--- config.mk ---
export PLATFORM = sky130hd
export DESIGN_NAME = bus_handoff_arbiter
export DESIGN_NICKNAME = d
export VERILOG_FILES = /design/src/rtl/bha_pkg.sv /design/src/rtl/bha_sync.sv /design/src/rtl/bha_fsm.sv /design/src/rtl/bus_handoff_arbiter.sv
export SDC_FILE = /design/constraint.sdc
export NUM_CORES = 1
export LEC_CHECK = 0
export ABC_CLOCK_PERIOD_IN_PS = 1100
export BUFFER_PORTS_ARGS = -buffer_cell sky130_fd_sc_hd__buf_2
export CORE_AREA = 2 2 39 41
export DETAILED_ROUTE_END_ITERATION = 10
export DIE_AREA = 0 0 41 43
export PLACE_DENSITY = 0.38
export SYNTH_ARGS = -nofsm -noshare
export SYNTH_HDL_FRONTEND = slang
export SYNTH_HIERARCHICAL = 1
export SYNTH_SLANG_ARGS = --single-unit
--- constraint.sdc ---
create_clock -name clk -period 1.1 [get_ports clk]
set_input_delay 0.22 -clock clk [delete_from_list [all_inputs] [get_ports clk]]
set_output_delay 0.22 -clock clk [all_outputs]
set_load 0.02 [all_outputs]
--- src/rtl/bha_pkg.sv ---
package bha_pkg;

    typedef enum logic [2:0] {
        ST_IDLE             = 3'd0,
        ST_GRANT_PENDING    = 3'd1,
        ST_WAIT_STROBE_HIGH = 3'd2,
        ST_RELEASED         = 3'd3,
        ST_RECLAIM          = 3'd4
    } hand_state_e;

    // synchronised control view, all active high
    typedef struct packed {
        logic req;
        logic ack;
        logic strobe_idle;
    } ctrl_t;

    function automatic logic grant_on(input hand_state_e s);
        return (s == ST_WAIT_STROBE_HIGH) || (s == ST_RELEASED);
    endfunction

    function automatic logic float_on(input hand_state_e s);
        return (s == ST_RELEASED) || (s == ST_RECLAIM);
    endfunction

endpackage

--- src/rtl/bha_sync.sv ---
module bha_sync #(
    parameter int          WIDTH     = 3,
    parameter int          STAGES    = 2,
    parameter logic [WIDTH-1:0] RST_VAL = '1
) (
    input  logic             clk,
    input  logic             rst,
    input  logic [WIDTH-1:0] d,
    output logic [WIDTH-1:0] q
);
    logic [WIDTH-1:0] chain [STAGES];

    always_ff @(posedge clk) begin
        if (rst) chain[0] <= RST_VAL;
        else     chain[0] <= d;
    end

    generate
        for (genvar i = 1; i < STAGES; i++) begin : g_stage
            always_ff @(posedge clk) begin
                if (rst) chain[i] <= RST_VAL;
                else     chain[i] <= chain[i-1];
            end
        end
    endgenerate

    assign q = chain[STAGES-1];
endmodule

--- src/rtl/bha_fsm.sv ---
module bha_fsm
    import bha_pkg::*;
#(
    parameter int GRANT_LATENCY = 1
) (
    input  logic  clk,
    input  logic  rst,
    input  ctrl_t ctl,
    output logic  grant_act,
    output logic  float_act
);
    localparam int CNT_W = (GRANT_LATENCY < 2) ? 1 : $clog2(GRANT_LATENCY);
    localparam logic [CNT_W-1:0] CNT_LAST = CNT_W'(GRANT_LATENCY - 1);

    hand_state_e state_q, state_d;
    logic [CNT_W-1:0] cnt_q, cnt_d;

    always_comb begin
        state_d = state_q;
        cnt_d   = cnt_q;
        unique case (state_q)
            ST_IDLE: begin
                cnt_d = '0;
                if (ctl.req) state_d = ST_GRANT_PENDING;
            end
            ST_GRANT_PENDING: begin
                if (!ctl.req)             state_d = ST_IDLE;
                else if (cnt_q == CNT_LAST) state_d = ST_WAIT_STROBE_HIGH;
                else                      cnt_d = cnt_q + 1'b1;
            end
            ST_WAIT_STROBE_HIGH: begin
                if (!ctl.req)             state_d = ST_IDLE;
                else if (ctl.strobe_idle) state_d = ST_RELEASED;
            end
            ST_RELEASED: begin
                if (ctl.ack)       state_d = ST_RECLAIM;
                else if (!ctl.req) state_d = ST_IDLE;
            end
            ST_RECLAIM: begin
                if (!ctl.ack) state_d = ST_IDLE;
            end
            default: state_d = ST_IDLE;
        endcase
    end

    always_ff @(posedge clk) begin
        if (rst) begin
            state_q <= ST_IDLE;
            cnt_q   <= '0;
        end else begin
            state_q <= state_d;
            cnt_q   <= cnt_d;
        end
    end

    assign grant_act = grant_on(state_q);
    assign float_act = float_on(state_q);

    // the grant only starts after the pending state
    a_r2_grant_after_pending: assert property (@(posedge clk) disable iff (rst)
        $rose(grant_act) |-> $past(state_q) == ST_GRANT_PENDING);

    // drivers only float once the strobe was seen idle
    a_r4_float_needs_strobe_idle: assert property (@(posedge clk) disable iff (rst)
        ($rose(float_act) && $past(state_q) == ST_WAIT_STROBE_HIGH) |-> $past(ctl.strobe_idle));

    // an acknowledge in the released state withdraws the grant, bus stays floated
    a_r5_ack_drops_grant: assert property (@(posedge clk) disable iff (rst)
        (state_q == ST_RELEASED && ctl.ack) |=> (!grant_act && float_act));

    // floating holds while acknowledge stays asserted
    a_r6_float_held_during_ack: assert property (@(posedge clk) disable iff (rst)
        (state_q == ST_RECLAIM && ctl.ack) |=> float_act);

    // request withdrawn before acknowledge returns to idle
    a_r7_withdraw_to_idle: assert property (@(posedge clk) disable iff (rst)
        (!ctl.req && (state_q == ST_WAIT_STROBE_HIGH ||
                      (state_q == ST_RELEASED && !ctl.ack))) |=> state_q == ST_IDLE);

    // idle without request stays idle
    a_r8_idle_without_req: assert property (@(posedge clk) disable iff (rst)
        (state_q == ST_IDLE && !ctl.req) |=> (!grant_act && !float_act));
endmodule

--- src/rtl/bus_handoff_arbiter.sv ---
module bus_handoff_arbiter
    import bha_pkg::*;
#(
    parameter int SYNC_STAGES   = 2,
    parameter int GRANT_LATENCY = 1
) (
    input  logic clk,
    input  logic rst,
    input  logic req_n,
    input  logic ack_n,
    input  logic strobe_n,
    output logic grant_n,
    output logic bus_float
);
    localparam int NUM_IN = 3;

    logic [NUM_IN-1:0] raw_n, sync_n;
    ctrl_t ctl;
    logic  grant_act, float_act;

    assign raw_n = {req_n, ack_n, strobe_n};

    bha_sync #(
        .WIDTH  (NUM_IN),
        .STAGES (SYNC_STAGES),
        .RST_VAL({NUM_IN{1'b1}})
    ) u_sync (
        .clk(clk),
        .rst(rst),
        .d  (raw_n),
        .q  (sync_n)
    );

    assign ctl.req         = ~sync_n[2];
    assign ctl.ack         = ~sync_n[1];
    assign ctl.strobe_idle =  sync_n[0];

    bha_fsm #(
        .GRANT_LATENCY(GRANT_LATENCY)
    ) u_fsm (
        .clk      (clk),
        .rst      (rst),
        .ctl      (ctl),
        .grant_act(grant_act),
        .float_act(float_act)
    );

    assign grant_n   = ~grant_act;
    assign bus_float = float_act;

    // quiet outputs right after reset
    a_r1_reset_quiet: assert property (@(posedge clk)
        $past(rst) |-> (grant_n && !bus_float));

    // drivers stay on while a CPU cycle is seen in flight before release
    a_r3_hold_while_strobe_low: assert property (@(posedge clk) disable iff (rst)
        (!grant_n && !bus_float && !ctl.strobe_idle) |=> !bus_float);
endmodule

* Word level (Yosys, flattened, before mapping)
Memories as Yosys holds them, arrays and structs flattened.
Cells that the tools add are included.
** Cells by class
- Order comparisons :: 0
- Shift-type cells :: 0
- Divide/modulo/power cells :: 0
- Reductions and logical operators :: 6
- $mul :: 0
- Add/subtract/negate cells :: 1
- Mux-type cells :: 17
- Bitwise gates (word level) :: 3
- Equality and inequality tests :: 10
** Operator list (count)
- $mux 3 :: 10
- $pmux 3 s5 :: 1
- $ne 3x3->1 const B :: 3
- $eq 3x2->1 const B :: 2
- $ne 2x2->1 const B :: 3
- $mux 1 :: 5
- $reduce_and 5->1 :: 1
- $eq 3x1->1 const B :: 1
- $eq 3x3->1 const B :: 1
- $logic_not 3->1 :: 1
- $logic_or 1x1->1 :: 2
- $or 1x1->1 :: 2
- $pmux 1 s2 :: 1
- $reduce_and 2->1 :: 1
- $reduce_bool 2->1 :: 1
- $add 1x1->1 const B :: 1
- $not 1->1 :: 1
** Storage, ports and cells
- Register bits after elaboration :: 4
- Memories :: 1
- Output and inout port bits :: 2
- Bits in read-only memories :: 0
- Bits in writable memories :: 6
- Bits in latches :: 0
** Memory list
- u_sync.chain :: words 2, width 3, rd ports 2, clocked after memory_dff 0, wr ports 2, RTL line bha_sync.sv:11 : logic [WIDTH-1:0] chain [STAGES];

* Logic depth before layout (Yosys ltp)
- Word-level depth :: 4
- Gate-level depth with buffers :: 3

* Modules after synthesis
Netlist, hierarchy kept.
** By module, submodules not included
- bha_sync :: sequential area each 120.1 um^2, area an instance 157.7 um^2, cells each 12, times used 1
- bha_fsm :: sequential area each 60.1 um^2, area an instance 146.4 um^2, cells each 16, times used 1
- bus_handoff_arbiter :: sequential area each 0.0 um^2, area an instance 11.3 um^2, cells each 3, times used 1

* Worst setup path before layout
OpenSTA, ideal clock, no wires.
- Path kind :: reg2out
- Start point :: register u_fsm.state_q[0]
- End point :: output bus_float
- Setup slack :: 6 ps
- Data arrival time :: 874 ps
- Path buffers :: 0
- Cell stages (with the launch flop) :: 3
- Cell sequence :: dfxtp_1 -> or3b_1 -> nand2_1
** Between the ends
- Word-level cells in the longest chain between the ends :: 2
** RTL lines
- from (decl) :: RTL line bha_fsm.sv:15 : hand_state_e state_q, state_d;
- from (signal assigned) :: RTL line bha_fsm.sv:51 : state_q <= state_d;
- $eq 3x2->1 or $eq 3x3->1 (tied branches) :: RTL line bha_pkg.sv:23 : return (s == ST_RELEASED) || (s == ST_RECLAIM);
- $logic_or 1x1->1 (*) :: RTL line bha_pkg.sv:23
- to (decl) :: RTL line bus_handoff_arbiter.sv:13 : output logic bus_float
Every way passes the cells marked *; elsewhere a longest branch is shown, timed or not.

* Final worst setup path
Same ends and word-level chain as after synthesis.

==> key figures <==
Timing
  • RSZ-0062 raised after global routing: yes
  • Hold WS: roughly 0.15 ns
  • Setup ws final: -0.251 ns
  • Max Freq: 0.740 GHz
  • Tmin final: around 1.4 ns
  • Fin crit share: 123%
  • Slew margin rel.: between 80% and 90%
  • Max Clock Skew: 0.00110 ns
  • Final Max Tran Viols: 0
  • Worst-Margin Slew: around 0.23 ns
  • Final hold viol count: 0
  • Final count of negative-setup-slack endpoints: 2

Worst hold path
  • Hold Crit Start: strobe_n
  • WHS Path Cells: 2
  • Hold Path Sink: u_sync/chain[0][0]
  • Worst hold-check path type: input pin to flop

Clock network
  • Total CTS buffers: 3
  • Htree depth: 1
  • TritonCTS clock tree: built
  • Hold buffer count at CTS: 0
  • Clk sinks: 9
  • Worst skew pair latency: about 0.25 ns
  • Worst-path clk slew: around 0.060 ns
  • Clock Root Buffer: clkbuf_4
  • Longest Clk Path Bufs: 2

GRT
  • Pin count of the biggest net entering global routing: 8
  • GRT overflow: 0
  • Antenna violations before repair: 0
  • GRT Util Overall: between 7 and 8%
  • Vias in the first global route: 209
  • First-pass GRT wire length: about 790 µm

Setup path
  • Critical-path cell list: or3b_4, nand2_2, buf_6
  • R2R Path Start: u_fsm/state_q[2]
  • Max stage delay on crit path: around 0.40 ns
  • WP data arrival: 1.13 ns
  • Worst Setup End Kind: output pin
  • Worst R2R Path Depth: 3
  • Crit path kind: flop to output pin
  • Worst Path Required: about 0.88 ns
  • Worst Path Max Fanout: 2
  • Slowest-stage cell, CP: or3b_4
  • R2R Setup Slk: roughly 0.040 ns
  • Setup crit start kind: flop
  • R2r endpoint: u_fsm/state_q[1]

Layout
  • Sequential Area: 183 µm²
  • Most frequent cells in the layout: dfxtp_1, or2_1, buf_2, buf_4
  • Most common cell after layout, fill and taps aside: dfxtp_1
  • FILL cells: 156
  • Area of the multi-input gates: 141 µm²
  • Area Growth Syn to Fin: 47.6%
  • Layout cells sized above 1: 50.0%
  • Nets@finish: 52
  • Ant. Diodes: 0
  • Fin util: 33.6%

Floorplan
  • Starting Density: between 20% and 30%
  • Die X: 41 µm
  • Row cnt: 14
  • Die Y: roughly 43 µm
  • DIE AREA: approximately 1800 µm²
  • Placeable Area: roughly 1400 µm²
  • I/O pin cnt: 7

Logic synthesis
  • Syn_area_per_cell: just over 10 µm²
  • Synthesized area: 315 µm²
  • Distinct cells, synth: 15
  • #FFs+latches synth: 9
  • Syn Inst Count: 31
  • Net Count, Synth: 36
  • YS warnings: 6
  • Sequential area share after synthesis: about 57%

Detailed routing
  • Final antenna-violating net count: 0
  • Total iterations of the first detailed-routing run: 2
  • Iter 0 DRT Violations: 1
  • WL/cell: around 8.5 µm
  • Vias: around 250
  • Drt drc: 0
  • Drt total wl: between 500 and 600 µm
  • Via/cell ratio: approximately 4.0

Status
  • Failing checks: setup timing
  • Status: finished with violations

Place
  • Routability cong.: 0.603
  • Buffers on Ports: 6
  • Hpwl dp: roughly 400 µm

Job
  • Max-Cap Viols: 0

Power
  • Pwr Total: 0.614 mW
  • PwrDens: approximately 1300 nW/µm²
  • Pleak: 0.210 nW
  • Max IR drop VDD: 607 µV
cell usage after synthesis:
master    number  share of area (%)
or2_1          6                 12
inv_1          3                3.6
a211oi_1       1                2.4
nor3_1         1                1.6
and2b_2        1                2.8
or2b_1         1                2.4
dfxtp_1        9                 57
nand2b_1       1                2.0
and3_1         1                2.0
nor2_1         1                1.2
nand3b_1       1                2.4
nand2_1        1                1.2
a21oi_1        1                1.6
nor3b_1        1                2.4
or3b_1         2                5.6
per-layer routing:
metal | vias to the layer above | wire (µm) | track usage (%)
met5 | - | 0 | 0
met4 | 0 | 0 | 8.00
met3 | 0 | 19 | 3.14
met2 | 7 | 257 | 10.0
met1 | 112 | 253 | 7.17
li1 | 129 | - | -
registers in the layout (all words and copies together) (netlist names):
signal / cells
u_sync/chain: 6
u_fsm/state_q: 3
cells by family after synthesis:
kind of cell	Yosys count	share of synthesized area [%]
simple gates	17	35.3
flops	9	57.1
buf+inv	3	3.57
compound gates	2	3.97
how the worst max path moves through the flow:
| stage | cells after the start | endpoint | start |
|---|---|---|---|
| floorplan | 2 | bus_float | u_fsm/state_q[0] |
| global placement | 3 | bus_float | u_fsm/state_q[0] |
| detailed placement | 3 | bus_float | u_fsm/state_q[0] |
| CTS | 3 | bus_float | u_fsm/state_q[0] |
| global route | 3 | bus_float | u_fsm/state_q[0] |
| finish | 3 | bus_float | u_fsm/state_q[0] |
power by group:
| group | internal [mW] | leakage (nW) | switching [mW] |
|---|---|---|---|
| Clock | 0.139 | 0.0150 | 0.107 |
| Sequential | 0.337 | 0.0751 | 0.00238 |
| Combinational | 0.0173 | 0.120 | 0.0114 |
| Total | 0.494 | 0.210 | 0.121 |
critical path, delay by kind of cell (launching register included):
family,cells,cell delay (ns)
and+or+nand+nor,2,0.47
buffers and inverters,1,0.11
DFF,1,0.31
through the flow:
step / cell area [µm²] / TNS [ns] / setup slack [ns] / instances
final: 465 / -0.410 / -0.251 / 62
after global routing: 465 / -0.496 / -0.299 / 62
after CTS: 434 / -0.489 / -0.281 / 61
after detailed placement: 395 / -0.0143 / -0.0143 / 57
after global placement: 395 / 0 / 0.00143 / 57
after floorplan: 315 / 0 / 0.00617 / 31
layout make-up:
type                       count  area share (%)
sequential                     9            39.2
clock buffer                   4            5.65
multi-input combinational     19            30.4
timing repair buffer          11            18.0
tap                           16            4.30
inverter                       3            2.42
repair_timing:
action                                  in CTS  in global routing
endpoints found under the setup margin       2                  4
resized for setup                            4                  9
setup buffers                                0                  1
(Power assumes the default switching activity.)
